`config.mk`:
```
export PLATFORM = sky130hd
export DESIGN_NAME = ssc_lane
export DESIGN_NICKNAME = d
export VERILOG_FILES = /design/src/rtl/ssc_pkg.sv /design/src/rtl/ssc_next_word.sv /design/src/rtl/ssc_lane.sv
export SDC_FILE = /design/constraint.sdc
export NUM_CORES = 1
export LEC_CHECK = 0
export ABC_AREA = 1
export CAP_MARGIN = 10
export CORE_MARGIN = 5
export CORE_UTILIZATION = 55
export DETAILED_ROUTE_END_ITERATION = 6
export GPL_ROUTABILITY_DRIVEN = 0
export PLACE_DENSITY = 0.83
export SYNTH_ARGS = -nofsm -noshare
export SYNTH_HDL_FRONTEND = slang
export SYNTH_SLANG_ARGS = --single-unit
```
`constraint.sdc`:
```
create_clock -name clk -period 3.38 [get_ports clk]
set_input_delay 0.676 -clock clk [delete_from_list [all_inputs] [get_ports clk]]
set_output_delay 0.676 -clock clk [all_outputs]
set_load 0.05 [all_outputs]
```
`src/rtl/ssc_pkg.sv`:
```
package ssc_pkg;

    typedef enum logic [1:0] {
        LANE_OFF   = 2'd0,
        LANE_SEED  = 2'd1,
        LANE_CHECK = 2'd2
    } lane_state_t;

    localparam int unsigned ADDR_CTRL = 0;
    localparam int unsigned ADDR_STAT = 1;

    localparam int unsigned CTRL_EN_BIT  = 0;
    localparam int unsigned CTRL_SEL_BIT = 1;

    localparam int unsigned STAT_ERR_BIT   = 0;
    localparam int unsigned STAT_NORES_BIT = 1;

endpackage

```
`src/rtl/ssc_next_word.sv`:
```
module ssc_next_word #(
    parameter int unsigned    SEQ_W = 16,
    parameter logic [SEQ_W-1:0] TAPS = 16'hB400
) (
    input  logic [SEQ_W-1:0] cur_i,
    input  logic             cnt_sel_i,
    output logic [SEQ_W-1:0] nxt_o
);

    logic [SEQ_W-1:0] prbs_nxt;
    logic [SEQ_W-1:0] cnt_nxt;
    logic             fb;

    // feedback bit: XNOR reduction of the tapped bits
    assign fb       = ~^(cur_i & TAPS);
    assign prbs_nxt = {cur_i[SEQ_W-2:0], fb};
    assign cnt_nxt  = cur_i + {{(SEQ_W-1){1'b0}}, 1'b1};

    always_comb begin
        if (cnt_sel_i) nxt_o = cnt_nxt;
        else           nxt_o = prbs_nxt;
    end

endmodule

```
`src/rtl/ssc_lane.sv`:
```
module ssc_lane
    import ssc_pkg::*;
#(
    parameter int unsigned      SEQ_W  = 16,
    parameter int unsigned      DATA_W = 40,
    parameter logic [SEQ_W-1:0] TAPS   = 16'hB400
) (
    input  logic              clk,
    input  logic              rst_n,
    input  logic              en_i,
    input  logic              cnt_sel_i,
    input  logic              valid_i,
    input  logic [DATA_W-1:0] data_i,
    output logic              err_o,
    output logic              locked_o
);

    lane_state_t      state_q, state_d;
    logic [SEQ_W-1:0] expect_q, expect_d;
    logic             err_q, err_d;
    logic [SEQ_W-1:0] nxt_from_rx;
    logic [SEQ_W-1:0] nxt_from_exp;
    logic [DATA_W-1:0] exp_word;
    logic             mismatch;

    // successor of the received low part (used when seeding)
    ssc_next_word #(.SEQ_W(SEQ_W), .TAPS(TAPS)) u_nxt_rx (
        .cur_i     (data_i[SEQ_W-1:0]),
        .cnt_sel_i (cnt_sel_i),
        .nxt_o     (nxt_from_rx)
    );

    // successor of the local prediction (used while checking)
    ssc_next_word #(.SEQ_W(SEQ_W), .TAPS(TAPS)) u_nxt_exp (
        .cur_i     (expect_q),
        .cnt_sel_i (cnt_sel_i),
        .nxt_o     (nxt_from_exp)
    );

    // full-width expected word: sequence bits repeated cyclically
    for (genvar gi = 0; gi < DATA_W; gi++) begin : g_rep
        assign exp_word[gi] = expect_q[gi % SEQ_W];
    end

    // state register
    always_ff @(posedge clk) begin
        if (!rst_n) begin
            state_q  <= LANE_OFF;
            expect_q <= '0;
            err_q    <= 1'b0;
        end else begin
            state_q  <= state_d;
            expect_q <= expect_d;
            err_q    <= err_d;
        end
    end

    // next state and outputs
    always_comb begin
        state_d  = state_q;
        expect_d = expect_q;
        err_d    = err_q;
        mismatch = 1'b0;
        unique case (state_q)
            LANE_OFF: begin
                if (en_i) begin
                    err_d = 1'b0;
                    if (valid_i) begin
                        expect_d = nxt_from_rx;
                        state_d  = LANE_CHECK;
                    end else begin
                        state_d  = LANE_SEED;
                    end
                end
            end
            LANE_SEED: begin
                if (!en_i) begin
                    state_d = LANE_OFF;
                end else if (valid_i) begin
                    expect_d = nxt_from_rx;
                    state_d  = LANE_CHECK;
                end
            end
            LANE_CHECK: begin
                if (!en_i) begin
                    state_d = LANE_OFF;
                end else if (valid_i) begin
                    mismatch = (data_i != exp_word);
                    err_d    = err_q | mismatch;
                    expect_d = nxt_from_exp;
                end
            end
            default: state_d = LANE_OFF;
        endcase
    end

    assign err_o    = err_q;
    assign locked_o = (state_q == LANE_CHECK);

    // a seeding word never raises the flag
    p_seed_clean_r4: assert property (@(posedge clk) disable iff (!rst_n)
        (en_i && valid_i && (state_q == LANE_SEED || state_q == LANE_OFF)) |=> !err_o);

    // the flag cannot drop while the lane is checking
    p_sticky_r7: assert property (@(posedge clk) disable iff (!rst_n)
        (state_q == LANE_CHECK && err_o) |=> err_o);

    // no advance of the prediction without a valid word
    p_hold_r8: assert property (@(posedge clk) disable iff (!rst_n)
        (state_q == LANE_CHECK && !valid_i) |=> $stable(expect_q));

    // re-arming always leaves the flag clear
    p_rearm_clear_r10: assert property (@(posedge clk) disable iff (!rst_n)
        (state_q == LANE_OFF && en_i) |=> !err_o);

endmodule

```
==> results.json, run 1 <==
{
  "r2r-start": "expect_q[0]$_SDFFE_PN0P_",
  "yosys-top-cells-area": "nand2_1, dfxtp_1, inv_1",
  "r2r_setup_slack_ns": 1.49,
  "grt_setup_unrepaired": "no",
  "hp-start": "err_o$_SDFFE_PN0P_",
  "crit_required_ns": 2.70,
  "syn_area_mm2": 0.00260,
  "numPortBuffers": 46,
  "timing.hold.ws_ns": 0.451,
  "tritoncts": "yes",
  "postCtsSetupBuffers": 0,
  "worstPathMaxFanout": 2,
  "vias": 3120,
  "clock_skew_ns": 0.0114,
  "fp-row-count": 25,
  "grt_usage": 0.264,
  "clkSinkCount": 19,
  "clk_pin_slew_ns": 0.07,
  "h-tree-depth": 1,
  "cts_buffers": 3,
  "syn2layout_area_growth_pct": 17.3,
  "maxSlewViolCount": 0,
  "start_util": 0.557,
  "place_area_mm2": 0.00300,
  "first_global_vias": 2762,
  "async_flop_share": 0,
  "setup_viol": 0,
  "finalCritPeriodShare": 0.679,
  "dieArea_mm2": 0.00619,
  "synth_edf_count": 0,
  "path_class": "reg -> out",
  "whs_path_depth": 2,
  "syn_inst": 468,
  "detail_route.first_pass.iterations": 7,
  "maxCapViolations": 0,
  "wire_per_inst_um": 14.6,
  "worst_pin_slew_ns": 0.687,
  "finalWirelength_um": 8060,
  "r2r_cells": 10,
  "cp.arrival_ns": 1.62,
  "powerDensity_mw_per_mm2": 265,
  "end_kind": "output port",
  "syn_avg_cell_area_um2": 5.55,
  "holdPathEnd": "err_o$_SDFFE_PN0P_",
  "yosys.area.top_type_share": 0.198,
  "grt_overflow": 0,
  "antennaDiodeCount": 0,
  "synth.most_common_cell": "nand2_1",
  "num_io_pins": 47,
  "finalHoldViolCount": 0,
  "max_slew_margin": 0.541,
  "ys.flop_type": "dfxtp_1",
  "timing.rr.end": "expect_q[8]$_SDFFE_PN0P_",
  "final.min_clock_period_ns": 2.29,
  "nNetsFinal": 549,
  "synth-seq-cells": 19,
  "fillers": 470,
  "die_w_um": 78.7,
  "synth_seq_area_share": 0.147,
  "drive_gt1_frac": 0.0501,
  "cts_resized": 0,
  "ys_top_cells_by_count": "nand2_1, inv_1, a21oi_1",
  "fmax_mhz": 436,
  "antenna_found_initial": 0,
  "drc_errors": 0,
  "grt_max_degree": 29,
  "hpwl_um": 6110,
  "peakVddDrop_uv": 151,
  "fin_setup_tns_ns": 0,
  "die_y_um": 78.7,
  "p_leak_nw": 1.44,
  "synth_warnings": 0,
  "grt_first_pass_wirelength_um": 13000,
  "run_status": "complete, no violations",
  "postLayoutCellArea_mm2": 0.00304,
  "register_area_um2": 380,
  "multi_input_area_mm2": 0.00181,
  "clk_latency_ns": 0.27,
  "hp-class": "reg -> reg",
  "start_kind": "flop",
  "yosysTopAreaCell": "nand2_1",
  "drt_first_iter_violations": 292,
  "syn_nets": 517,
  "viasPerCell": 5.64,
  "ys_types": 31,
  "cts-hold-fix-buffers": 0,
  "cts_buffer_depth": 2,
  "ant_nets": 0,
  "core-area_mm2": 0.00466,
  "cts-root-buf": "clkbuf_8"
}
cell families (layout without fill, tap and decap cells):
group / after synthesis / count (layout) / synth area share
buffers and inverters: 90 / 121 / 0.157
adders and majority gates: 4 / 4 / 0.0193
and+or+nand+nor: 239 / 239 / 0.404
AOI/OAI and AO/OA: 86 / 86 / 0.172
DFF: 19 / 19 / 0.147
xor gates and xnor gates: 30 / 30 / 0.101
layer usage:
metal	track usage	part of all wire
met5	0	0
met3	0.0385	0.095
met2	0.425	0.45
met4	0.138	0.053
met1	0.341	0.40
area by class of cell:
class / count / share of cell area
Multi-Input combinational cell: 359 / 0.594
Clock buffer: 4 / 0.0148
Sequential cell: 19 / 0.125
Timing Repair Buffer: 50 / 0.161
Tap cell: 54 / 0.0222
Inverter: 67 / 0.0826
worst max-delay path, cell delays in order, from the launching register on:
cell and delay (ns):
dfxtp_1 0.34, inv_1 0.07, nor2_4 0.11, clkdlybuf4s50_1 0.84
worst max path at each step:
stage                                            to               startpoint  slack (ns)
final                                      locked_o  state_q[1]$_SDFFE_PN0P_        1.09
after detailed placement  expect_q[14]$_SDFFE_PN0P_                data_i[0]        0.90
after global routing      expect_q[14]$_SDFFE_PN0P_                data_i[0]        1.03
after floorplan           expect_q[14]$_SDFFE_PN0P_                data_i[0]        1.72
after global placement    expect_q[14]$_SDFFE_PN0P_                data_i[0]        0.97
after CTS                                  locked_o  state_q[1]$_SDFFE_PN0P_        1.09
sequential cells by signal (all words and copies together) (netlist names):
name / flops
expect_q: 16
state_q: 2
err_o: 1
where the power goes:
group          leakage (nW)  internal, W  switching, W
logic                  1.26     0.000148      0.000192
clock network        0.0228    0.0000843     0.0000907
registers             0.157     0.000245     0.0000463
total                  1.44     0.000477      0.000329
placed cells by master, fill, tap and decap left out, drive strengths merged:
master         count
clkbuf             4
a31oi              3
clkdlybuf4s50     46
buf                4
nand2            144
o21ai             38
ha                 4
nor2              44
o21bai             1
o211ai             2
xnor2             20
nor3               4
inv               67
o22ai              1
nand4              7
or2                1
a21oi             40
o221ai             1
xor2              10
nand3             39
dfxtp             19
metrics by stage:
| stage | worst slack [ns] | power (W) | cells | util |
|---|---|---|---|---|
| after global placement | 0.974 | 0.000622 | 549 | 0.643 |
| after CTS | 1.09 | 0.000799 | 553 | 0.653 |
| after detailed placement | 0.902 | 0.000627 | 549 | 0.643 |
| after floorplan | 1.72 | 0.000513 | 468 | - |
| after global routing | 1.03 | 0.000858 | 553 | 0.653 |
| final | 1.09 | 0.000805 | 553 | 0.653 |
Note: power is estimated with default switching activity, not from simulation.
==> run 2: changes to the inputs <==
CORE_UTILIZATION = 49   (was 55)
PLACE_DENSITY = 0.78   (was 0.83)
clock period = 2.1 ns   (was 3.38 ns; I/O delays follow)
==> results.json, run 2 (same netlist as run 1, synthesis figures left out) <==
{
  "setup_viol": 0,
  "worst_pin_slew_ns": 0.517,
  "grt_usage": 0.249,
  "numPortBuffers": 46,
  "cts_buffer_depth": 2,
  "finalNonFillerCells": 588,
  "grt_setup_unrepaired": "no",
  "antenna_found_initial": 0,
  "powerDensity_mw_per_mm2": 415,
  "cp_num_buf_inv": 1,
  "p_leak_nw": 1.54,
  "hp-class": "reg -> reg",
  "start_util": 0.505,
  "peakVddDrop_uv": 240,
  "dp_slack_ns": 0.0208,
  "layout_common_cells": "nand2_1, inv_1, clkdlybuf4s50_1",
  "slowest_stage": "clkdlybuf4s50_1",
  "largest_reg_flops": 16,
  "clock_skew_ns": 0.00231,
  "viasPerCell": 5.34,
  "h-tree-depth": 1,
  "crit_required_ns": 1.68,
  "finalHoldViolCount": 0,
  "fin_setup_tns_ns": 0,
  "cpPeakStageDelay_ns": 0.82,
  "postLayoutCellArea_mm2": 0.00324,
  "worstSetupStartpoint": "err_o$_SDFFE_PN0P_",
  "final.min_clock_period_ns": 1.84,
  "antennaDiodeCount": 0,
  "fp-row-count": 26,
  "first_global_vias": 2850,
  "worstPathMaxFanout": 2,
  "grt_max_degree": 32,
  "whs_path_depth": 2,
  "syn2layout_area_growth_pct": 24.9,
  "core-area_mm2": 0.00514,
  "finalCritPeriodShare": 0.878,
  "detail_route.first_pass.iterations": 4,
  "critPathTopFamily": "buffers and inverters",
  "grt_overflow": 0,
  "vias": 3141,
  "cts_resized": 0,
  "finalWirelength_um": 8410,
  "fmax_mhz": 542,
  "cts-hold-fix-buffers": 0,
  "num_io_pins": 47,
  "drc_errors": 0,
  "die_y_um": 82.8,
  "r2r-start": "expect_q[1]$_SDFFE_PN0P_",
  "wire_per_inst_um": 14.3,
  "path_class": "reg -> out",
  "clk_pin_slew_ns": 0.08,
  "end_kind": "output port",
  "r2r_cells": 11,
  "die_w_um": 82.8,
  "clkSinkCount": 19,
  "place_area_mm2": 0.00320,
  "dieArea_mm2": 0.00685,
  "crit_cells": 1,
  "tritoncts": "yes",
  "drive_gt1_frac": 0.0869,
  "maxCapViolations": 0,
  "hp-start": "err_o$_SDFFE_PN0P_",
  "nNetsFinal": 568,
  "ant_nets": 0,
  "cp_cell_sequence": "clkdlybuf4s50_1",
  "timing.final.ws_setup_ns": 0.255,
  "drt_first_iter_violations": 233,
  "postCtsSetupBuffers": 0,
  "max_slew_margin": 0.654,
  "cp.arrival_ns": 1.42,
  "start_kind": "flop",
  "layout_commonest_cell": "nand2_1",
  "cts-root-buf": "clkbuf_8",
  "dpl.cell_count": 584,
  "maxSlewViolCount": 0,
  "run_status": "complete, no violations",
  "timing.hold.ws_ns": 0.457,
  "cts_buffers": 3,
  "clk_latency_ns": 0.27,
  "hpwl_um": 6500,
  "largest_register": "expect_q",
  "grt_first_pass_wirelength_um": 12900
}
run 2: changes by cell type in the layout (fill, tap and decap cells not counted), sizes merged:
cell           change
buf               +20
clkdlybuf4s50      -1
run 2: path summary, 6_finish.rpt:
path / endpoint / slack, ns
setup / recovery: err_o / 0.26
hold / removal: err_o$_SDFFE_PN0P_ / 0.46
setup reg to reg: expect_q[12]$_SDFFE_PN0P_ / 0.39
hold reg to reg: err_o$_SDFFE_PN0P_ / 0.46
run 2: report_power, final:
group / internal (W) / total (W) / leakage (nW) / switching (W)
Combinational: 0.000270 / 0.000599 / 1.36 / 0.000329
Sequential: 0.000394 / 0.000456 / 0.157 / 0.0000620
Clock: 0.000136 / 0.000289 / 0.0228 / 0.000153
Total: 0.000800 / 0.00134 / 1.54 / 0.000544
run 2: per-stage QoR:
step / power [W] / util
floorplan: 0.000826 / -
finish: 0.00134 / 0.631
CTS: 0.00134 / 0.631
global route: 0.00143 / 0.631
global placement: 0.00104 / 0.622
detailed placement: 0.00105 / 0.622
run 2: final cells by class:
type	count	area, um2
Tap cell	70	87.6
Inverter	67	251
Clock buffer	4	45.0
Fill cell	527	1900
Multi-Input combinational cell	359	1810
Sequential cell	19	380
Timing Repair Buffer	69	668
run 2: layer usage:
layer	part of all wire	GRT usage	vias up
met4	0.045	0.131	0
li1	-	-	1584
met2	0.46	0.416	151
met1	0.40	0.306	1373
met3	0.094	0.0400	33
met5	0	0	-
==> run 3: changes to the inputs <==
CAP_MARGIN = 20   (was 10)
CORE_UTILIZATION = 29   (was 49)
PLACE_DENSITY = default   (was 0.78)
==> results.json, run 3 (same netlist as run 1, synthesis figures left out) <==
{
  "timing.hold.ws_ns": 0.453,
  "path_class": "reg -> out",
  "ant_nets": 0,
  "fp-row-count": 34,
  "clk_pin_slew_ns": 0.09,
  "hpwl_um": 7020,
  "dieArea_mm2": 0.0109,
  "wire_per_inst_um": 14.3,
  "largest_register": "expect_q",
  "largest_reg_flops": 16,
  "grt_usage": 0.159,
  "place_area_mm2": 0.00324,
  "viasPerCell": 4.90,
  "nNetsFinal": 568,
  "gr-max-usage-layer": "met2",
  "die_w_um": 105,
  "vias": 3065,
  "antennaDiodeCount": 0,
  "r2r-start": "expect_q[1]$_SDFFE_PN0P_",
  "maxSlewViolCount": 0,
  "fin_setup_tns_ns": 0,
  "finalWirelength_um": 8940,
  "cpPeakStageDelay_ns": 0.81,
  "final.min_clock_period_ns": 1.84,
  "fillers": 970,
  "crit_required_ns": 1.68,
  "cp.arrival_ns": 1.42,
  "clockPowerShare": 0.217,
  "seqPwrFrac": 0.337,
  "hp-start": "err_o$_SDFFE_PN0P_",
  "clock_skew_ns": 0.00265,
  "grt_setup_unrepaired": "no",
  "fmax_mhz": 544,
  "p_sw_w": 0.000557,
  "power.share.switching": 0.410,
  "start_util": 0.298,
  "h-tree-depth": 1,
  "drc_errors": 0,
  "numPortBuffers": 46,
  "finalNonFillerCells": 626,
  "p_int_w": 0.000801,
  "grt_max_degree": 32,
  "cp_num_buf_inv": 1,
  "layout_commonest_cell": "nand2_1",
  "cts-root-buf": "clkbuf_8",
  "holdPathEnd": "err_o$_SDFFE_PN0P_",
  "tritoncts": "yes",
  "cts_buffer_depth": 2,
  "use_met1": 0.195,
  "clkSinkCount": 19,
  "start_kind": "flop",
  "r2r_cells": 10,
  "syn2layout_area_growth_pct": 26.7,
  "timing.rr.end": "expect_q[12]$_SDFFE_PN0P_",
  "end_kind": "output port",
  "grt.met2_usage": 0.277,
  "drive_gt1_frac": 0.0869,
  "whs_path_depth": 2,
  "grt_overflow": 0,
  "hp-class": "reg -> reg",
  "worstPathMaxFanout": 2,
  "cts_resized": 0,
  "die_y_um": 105,
  "pwr-share-comb": 0.446,
  "max_slew_margin": 0.661,
  "finalHoldViolCount": 0,
  "dpl.cell_count": 622,
  "cp_cell_sequence": "clkdlybuf4s50_1",
  "slowest_stage": "clkdlybuf4s50_1",
  "finalCritPeriodShare": 0.876,
  "setup_viol": 0,
  "antenna_found_initial": 0,
  "clk_latency_ns": 0.27,
  "drt_first_iter_violations": 240,
  "worst_pin_slew_ns": 0.507,
  "crit_cells": 1,
  "maxCapViolations": 0,
  "final_core_util": 0.377,
  "core-area_mm2": 0.00872,
  "layout_common_cells": "nand2_1, inv_1, clkdlybuf4s50_1",
  "p_leak_nw": 1.55,
  "postLayoutCellArea_mm2": 0.00329,
  "grt_first_pass_wirelength_um": 14400,
  "r2r_setup_slack_ns": 0.34,
  "run_status": "complete, no violations",
  "cts-hold-fix-buffers": 0,
  "peakVddDrop_uv": 196,
  "num_io_pins": 47,
  "powerDensity_mw_per_mm2": 413,
  "critPathTopFamily": "buffers and inverters",
  "grtUsageMet3": 0.0253,
  "detail_route.first_pass.iterations": 7,
  "postCtsSetupBuffers": 0,
  "cts_buffers": 3,
  "first_global_vias": 2955
}
run 3: cell counts in the layout (fill, tap and decap cells not counted):
No cell type changed its count.
run 3: layer usage:
layer | part of all wire | vias up
met4 | 0.031 | 0
met2 | 0.49 | 112
met1 | 0.43 | 1349
li1 | - | 1582
met5 | 0 | -
met3 | 0.052 | 22
run 3: layout make-up:
cell class / instances / area [um2] / share of cell area
Clock buffer: 4 / 45.0 / 0.0137
Inverter: 67 / 251 / 0.0765
Multi-Input combinational cell: 359 / 1810 / 0.550
Sequential cell: 19 / 380 / 0.116
Tap cell: 108 / 135 / 0.0411
Timing Repair Buffer: 69 / 668 / 0.203
run 3: per-stage QoR:
stage	power (W)	worst slack (ns)
floorplan	0.000826	0.662
global placement	0.00106	0.0307
detailed placement	0.00106	0.0311
CTS	0.00136	0.255
global route	0.00144	0.121
finish	0.00136	0.260
run 3: power groups by stage:
stage / Combinational [W] / Clock, W / Sequential (W)
6_report: 0.000605 / 0.000295 / 0.000457
5_1_grt: 0.000673 / 0.000307 / 0.000464
4_1_cts: 0.000603 / 0.000300 / 0.000456
3_5_place_dp: 0.000599 / 0 / 0.000465
3_3_place_gp: 0.000594 / 0 / 0.000464
2_1_floorplan: 0.000399 / 0 / 0.000427
run 3: worst max-delay path by stage:
| stage | start | end | slack, ns |
|---|---|---|---|
| 5_1_grt | expect_q[1]$_SDFFE_PN0P_ | expect_q[14]$_SDFFE_PN0P_ | 0.12 |
| 2_1_floorplan | expect_q[1]$_SDFFE_PN0P_ | expect_q[10]$_SDFFE_PN0P_ | 0.66 |
| 4_1_cts | err_o$_SDFFE_PN0P_ | err_o | 0.25 |
| 3_3_place_gp | data_i[0] | expect_q[14]$_SDFFE_PN0P_ | 0.03 |
| 6_report | err_o$_SDFFE_PN0P_ | err_o | 0.26 |
| 3_5_place_dp | data_i[0] | expect_q[14]$_SDFFE_PN0P_ | 0.03 |
